[config.mk]
export PLATFORM = sky130hd
export DESIGN_NAME = hzd_fwd_ctrl
export DESIGN_NICKNAME = d
export VERILOG_FILES = /design/src/rtl/hzd_pkg.sv /design/src/rtl/hzd_fwd_unit.sv /design/src/rtl/hzd_load_use.sv /design/src/rtl/hzd_flow_ctrl.sv /design/src/rtl/hzd_fwd_ctrl.sv
export SDC_FILE = /design/constraint.sdc
export NUM_CORES = 1
export LEC_CHECK = 0
export BUFFER_PORTS_ARGS = -buffer_cell sky130_fd_sc_hd__buf_2
export CORE_AREA = 5 5 42 44
export DETAILED_ROUTE_END_ITERATION = 10
export DIE_AREA = 0 0 47 49
export GPL_TIMING_DRIVEN = 0
export PLACE_DENSITY = 0.86
export SLEW_MARGIN = 20
export SYNTH_ARGS = -nofsm -noshare
export SYNTH_HDL_FRONTEND = slang
export SYNTH_SLANG_ARGS = --single-unit
[constraint.sdc]
create_clock -name vclk -period 1.88
set_input_delay 0.094 -clock vclk [all_inputs]
set_output_delay 0.094 -clock vclk [all_outputs]
set_load 0.01 [all_outputs]
[src/rtl/hzd_pkg.sv]
package hzd_pkg;
  localparam int unsigned REG_AW  = 5;
  localparam int unsigned NUM_SRC = 2;

  typedef enum logic [1:0] {
    FWD_RF  = 2'b00,
    FWD_WB  = 2'b01,
    FWD_MEM = 2'b10
  } fwd_sel_e;
endpackage

[src/rtl/hzd_fwd_unit.sv]
module hzd_fwd_unit
  import hzd_pkg::*;
#(
  parameter int unsigned AW = REG_AW
) (
  input  logic [AW-1:0] src_i,
  input  logic [AW-1:0] mem_rd_i,
  input  logic          mem_we_i,
  input  logic [AW-1:0] wb_rd_i,
  input  logic          wb_we_i,
  output fwd_sel_e      sel_o
);
  logic hit_mem, hit_wb;

  // writes to register 0 are discarded, so never bypass them
  assign hit_mem = mem_we_i && (mem_rd_i != '0) && (mem_rd_i == src_i);
  assign hit_wb  = wb_we_i  && (wb_rd_i  != '0) && (wb_rd_i  == src_i);

  always_comb begin
    if (hit_mem)     sel_o = FWD_MEM;
    else if (hit_wb) sel_o = FWD_WB;
    else             sel_o = FWD_RF;
  end
endmodule

[src/rtl/hzd_load_use.sv]
module hzd_load_use
  import hzd_pkg::*;
#(
  parameter int unsigned AW = REG_AW,
  parameter int unsigned NS = NUM_SRC
) (
  input  logic [NS-1:0][AW-1:0] id_src_i,
  input  logic [AW-1:0]         ex_rd_i,
  input  logic                  ex_we_i,
  input  logic                  ex_load_i,
  output logic                  hazard_o
);
  logic          prod_ok;
  logic [NS-1:0] src_hit;

  assign prod_ok = ex_load_i && ex_we_i && (ex_rd_i != '0);

  for (genvar g = 0; g < NS; g++) begin : g_src
    assign src_hit[g] = (id_src_i[g] == ex_rd_i);
  end

  assign hazard_o = prod_ok && (|src_hit);
endmodule

[src/rtl/hzd_flow_ctrl.sv]
module hzd_flow_ctrl (
  input  logic redirect_i,
  input  logic load_use_i,
  output logic stall_o,
  output logic clear_ifid_o,
  output logic clear_idex_o
);
  // redirect kills the stalled decode instruction anyway
  assign stall_o      = load_use_i && !redirect_i;
  assign clear_ifid_o = redirect_i;
  assign clear_idex_o = redirect_i || load_use_i;
endmodule

[src/rtl/hzd_fwd_ctrl.sv]
module hzd_fwd_ctrl
  import hzd_pkg::*;
#(
  parameter int unsigned AW = REG_AW
) (
  input  logic          clk_i,
  input  logic          rst_ni,
  input  logic [AW-1:0] id_rs1_i,
  input  logic [AW-1:0] id_rs2_i,
  input  logic [AW-1:0] ex_rs1_i,
  input  logic [AW-1:0] ex_rs2_i,
  input  logic [AW-1:0] ex_rd_i,
  input  logic          ex_we_i,
  input  logic          ex_load_i,
  input  logic [AW-1:0] mem_rd_i,
  input  logic          mem_we_i,
  input  logic [AW-1:0] wb_rd_i,
  input  logic          wb_we_i,
  input  logic          ex_redirect_i,
  output logic [1:0]    fwd_a_o,
  output logic [1:0]    fwd_b_o,
  output logic          stall_o,
  output logic          clear_ifid_o,
  output logic          clear_idex_o
);
  localparam int unsigned NS = NUM_SRC;

  logic [NS-1:0][AW-1:0] ex_src, id_src;
  fwd_sel_e [NS-1:0]     sel;
  logic                  load_use;

  assign ex_src[0] = ex_rs1_i;
  assign ex_src[1] = ex_rs2_i;
  assign id_src[0] = id_rs1_i;
  assign id_src[1] = id_rs2_i;

  for (genvar g = 0; g < NS; g++) begin : g_opnd
    hzd_fwd_unit #(.AW(AW)) u_fwd (
      .src_i    (ex_src[g]),
      .mem_rd_i (mem_rd_i),
      .mem_we_i (mem_we_i),
      .wb_rd_i  (wb_rd_i),
      .wb_we_i  (wb_we_i),
      .sel_o    (sel[g])
    );
  end

  assign fwd_a_o = sel[0];
  assign fwd_b_o = sel[1];

  hzd_load_use #(.AW(AW), .NS(NS)) u_lu (
    .id_src_i  (id_src),
    .ex_rd_i   (ex_rd_i),
    .ex_we_i   (ex_we_i),
    .ex_load_i (ex_load_i),
    .hazard_o  (load_use)
  );

  hzd_flow_ctrl u_flow (
    .redirect_i   (ex_redirect_i),
    .load_use_i   (load_use),
    .stall_o      (stall_o),
    .clear_ifid_o (clear_ifid_o),
    .clear_idex_o (clear_idex_o)
  );
endmodule

=== Word level (Yosys, flattened, before mapping) ===
Index checks and enable logic that the tools add are counted.

* Mux-type cells: 4
* Equal/unequal tests: 6
* Reductions and logical operators: 16

{| class="wikitable"
|+ Operators by type and width
! kind !! count
|-
| equality test 5 bit || 6
|-
| nonzero test 5 bit || 3
|-
| logical AND 1 bit || 10
|-
| 2-to-1 mux 2 bit || 2
|-
| 2-to-1 mux 1 bit || 2
|-
| OR reduction 2 bit || 1
|-
| zero test 1 bit || 1
|-
| logical OR 1 bit || 1
|}

* Output and inout bits: 7
* Word-level logic and storage cells: 26
* Input bits: 42
* Flip-flop bits (word level): 0

=== Logic depth before layout (Yosys ltp) ===
* Depth after elaboration: 5
* Mapped depth: 4
* Mapped depth without buffers: 4

=== Hierarchy ===
Synthesis repeated with hierarchy kept, for this count alone.

* Cells, all modules: 62
* Area, all modules: 470.5 um^2

{| class="wikitable"
|+ Modules (own cells, without submodules)
! module !! area each (um^2) !! cells each !! sequential area each (um^2) !! instances
|-
| hzd_fwd_unit || 158.9 || 21 || 0.0 || 2
|-
| hzd_load_use || 132.6 || 17 || 0.0 || 1
|-
| hzd_flow_ctrl || 20.0 || 3 || 0.0 || 1
|}

=== Least setup slack after synthesis ===
OpenSTA, ideal clock, no wires.

* Path type: input to output
* From: input port mem_rd_i[1]
* To: output port fwd_a_o[0]
* Path slack: 579 ps
* Data required time: 1786 ps
* Arrival time: 1207 ps
* Stages on the path: 4
* Path buffers: 0
* Cells stage by stage: or4_4 > o21ai_4 > nor4_2 > nor4_2

* Longest elaborated chain between the ends: 4
* Elaborated cells between the ends (all ways): 5
* Classes of those cells: eq/ne (1); mux (1); reduce/logical (3)

{| class="wikitable"
|+ RTL lines
! item !! line !! text
|-
| start, declared || hzd_fwd_ctrl.sv:15 || <nowiki>input logic [AW-1:0] mem_rd_i,</nowiki>
|-
| nonzero test 5 bit || hzd_fwd_unit.sv:16 || <nowiki>assign hit_mem = mem_we_i && (mem_rd_i != '0) && (mem_rd_i == src_i);</nowiki>
|-
| logical AND 1 bit || hzd_fwd_unit.sv:16 ||
|-
| logical AND 1 bit (*) || hzd_fwd_unit.sv:16 ||
|-
| via g_opnd[0].u_fwd.hit_mem || hzd_fwd_unit.sv:13 || <nowiki>logic hit_mem, hit_wb;</nowiki>
|-
| 2-to-1 mux 2 bit (*) || hzd_fwd_unit.sv:20 || <nowiki>if (hit_mem) sel_o = FWD_MEM;</nowiki>
|-
| end, declared || hzd_fwd_ctrl.sv:20 || <nowiki>output logic [1:0] fwd_a_o,</nowiki>
|}

Mark *: on every way through the listed nets, which the timed path passes. The rest lies on a longest branch.

=== Worst setup path in the final report ===
* From: input port mem_rd_i[1]
* To: output port fwd_b_o[0]

* Longest elaborated chain between the ends: 4
* Elaborated cells between the ends (all ways): 5
* Classes of those cells: eq/ne (1); mux (1); reduce/logical (3)

{| class="wikitable"
|+ RTL lines
! item !! line !! text
|-
| nonzero test 5 bit || hzd_fwd_unit.sv:16 ||
|-
| logical AND 1 bit || hzd_fwd_unit.sv:16 ||
|-
| logical AND 1 bit (*) || hzd_fwd_unit.sv:16 ||
|-
| via g_opnd[1].u_fwd.hit_mem || hzd_fwd_unit.sv:13 ||
|-
| 2-to-1 mux 2 bit (*) || hzd_fwd_unit.sv:20 ||
|-
| end, declared || hzd_fwd_ctrl.sv:21 || <nowiki>output logic [1:0] fwd_b_o,</nowiki>
|}

Marked as above.

==> flow_metrics.tcl <==
set metrics [dict create \
    status "complete, no violations" \
    max-cap-violations 0 \
    fill_cells 153 \
    design.seq.count 0 \
    ios 49 \
    grt_max_degree 4 \
    coreArea_mm2 0.00140 \
    ir_worst_vdd_uv 86.8 \
    syn-num-nets 96 \
    synth_area_leader_cell "xor2_1" \
    hold_path.class "in2out" \
    syn-cell-area_um2 453 \
    initial_core_util_pct 32.3 \
    multiInputGateArea_um2 430 \
    nNetsFinal 145 \
    slew_headroom_pct 76.0 \
    placed_cells 117 \
    ys_seq_area_share_pct 0 \
    n_clock_buffer 0 \
    swShare_pct 49.1 \
    io_buffers 47 \
    area_delta_synth_final_pct 56.4 \
    gp_congestion 0.770 \
    timing.fmax_ghz 0.623 \
    die_width_um 47 \
    setup_viol 0 \
    seqPwrFrac_pct 0 \
    arrival_ns 1.51 \
    syn_inst 54 \
    ant_nets 0 \
    grt-ovfl-total 0 \
    fin_crit_sh_pct 85.4 \
    cts_setup_buffers 0 \
    drc_errors 0 \
    endpoint_kind "output port" \
    drt_first_pass_iters 1 \
    synth.top_cells.by_area "xor2_1, xnor2_1, nor4_2" \
    tightest_slew_ns 0.358 \
    fin_crit_ns 1.61 \
    hold_end "stall_o" \
    ys_warn_count 0 \
    grt_setup_unrepaired "false" \
    dp_hpwl_um 1540 \
    drive_gt1_share_pct 55.4 \
    critical_path_peak_fanout 3 \
    hold_viol 0 \
    power.net_switching_uw 71.2 \
    fin_util_pct 50.5 \
    grt_pass1_vias 624 \
    final_cells 117 \
    die_h_um 49 \
    min_from "ex_redirect_i" \
    cts_resized 0 \
    routed_wirelength_um 1590 \
    clockPowerShare_pct 0 \
    critPathRequiredTime_ns 1.79 \
    drtIter0Drc 0 \
    p_int_uw 73.8 \
    layout_setup_ws_ns 0.274 \
    vias 567 \
    grt_pass1_wl_um 2480 \
    diodes 0 \
    antenna_found_initial 0 \
    timing.setup.tns_ns 0 \
    wire_per_inst_um 13.6 \
    die_area_mm2 0.00230 \
    p_leak_nw 0.349 \
    slew_violations 0 \
    worstSetupPathType "in2out" \
    power_density_mw_per_mm2 205 \
    dp_slack_ns 0.290 \
    postCtsHoldBufs 0 \
    rows 14 \
    routed_via_density 4.85 \
    seqCellArea_um2 0 \
    combPwrFrac_pct 100.0 \
    yosysUniqueCellTypes 14 \
    finalPower_uw 145 \
    groute.usage.overall_pct 13.7 \
    holdPathStages 3 \
    avgSynthCellArea_um2 8.39 \
    critPathLaunchType "primary input" \
    netlist.area_leader.share_pct 46.4 \
]
-- synthesized netlist by cell type (all sizes together) --
master	count
a22oi	1
buf	3
o21bai	1
xnor2	6
nor4	4
or4	5
nor3	3
xor2	24
o21ai	2
o211ai	1
nand3	2
nor2	2
-- worst max-delay path by stage --
stage                start         end  depth (start not counted)
2_1_floorplan  mem_rd_i[1]  fwd_a_o[0]                          4
3_3_place_gp   mem_rd_i[1]  fwd_b_o[0]                          6
3_5_place_dp   mem_rd_i[1]  fwd_b_o[0]                          6
4_1_cts        mem_rd_i[1]  fwd_b_o[0]                          6
5_1_grt        mem_rd_i[1]  fwd_a_o[0]                          6
6_report       mem_rd_i[1]  fwd_b_o[0]                          6
-- power by group through the flow --
stage / clock network, mW / registers, mW / logic [mW]
after floorplan: 0 / 0 / 0.0679
after global placement: 0 / 0 / 0.139
after detailed placement: 0 / 0 / 0.146
after CTS: 0 / 0 / 0.146
after global routing: 0 / 0 / 0.158
final: 0 / 0 / 0.145
-- stage by stage --
stage	hold slack, ns	area, µm²
detailed placement	0.463	708
global route	0.479	708
floorplan	0.242	453
CTS	0.466	708
finish	0.463	708
global placement	0.453	708
-- cell families after synthesis --
logic type | Yosys count | synth area share, %
xor gates and xnor gates | 30 | 58.0
and+or+nand+nor | 16 | 27.3
AOI/OAI and AO/OA | 5 | 9.67
buffers and inverters | 3 | 4.97
-- cell usage in the layout, fill, tap and decap left out, drive strengths merged --
cell type,count
o21ai,2
or4,5
nor4,4
o21bai,1
o211ai,1
a22oi,1
xor2,24
xnor2,6
nor3,3
nor2,2
nand3,2
buf,50
-- layout make-up --
type               instances  share of cell area (%)
well taps                 16                    2.83
repair buffers            47                    33.2
plain buffers              3                    3.18
multi-input cells         51                    60.8
-- layer usage --
layer	wire [µm]	GRT usage, %
met5	0	0
met2	994	27.8
met1	506	13.5
met4	38	3.69
met3	54	0.738
-- worst max-delay path, stage by stage --
cell and delay, ns:
buf_2 0.12, or4_4 0.54, o21ai_4 0.16, nor4_2 0.08, nor4_2 0.32, buf_2 0.19
Power figures use the tool's default switching activity.
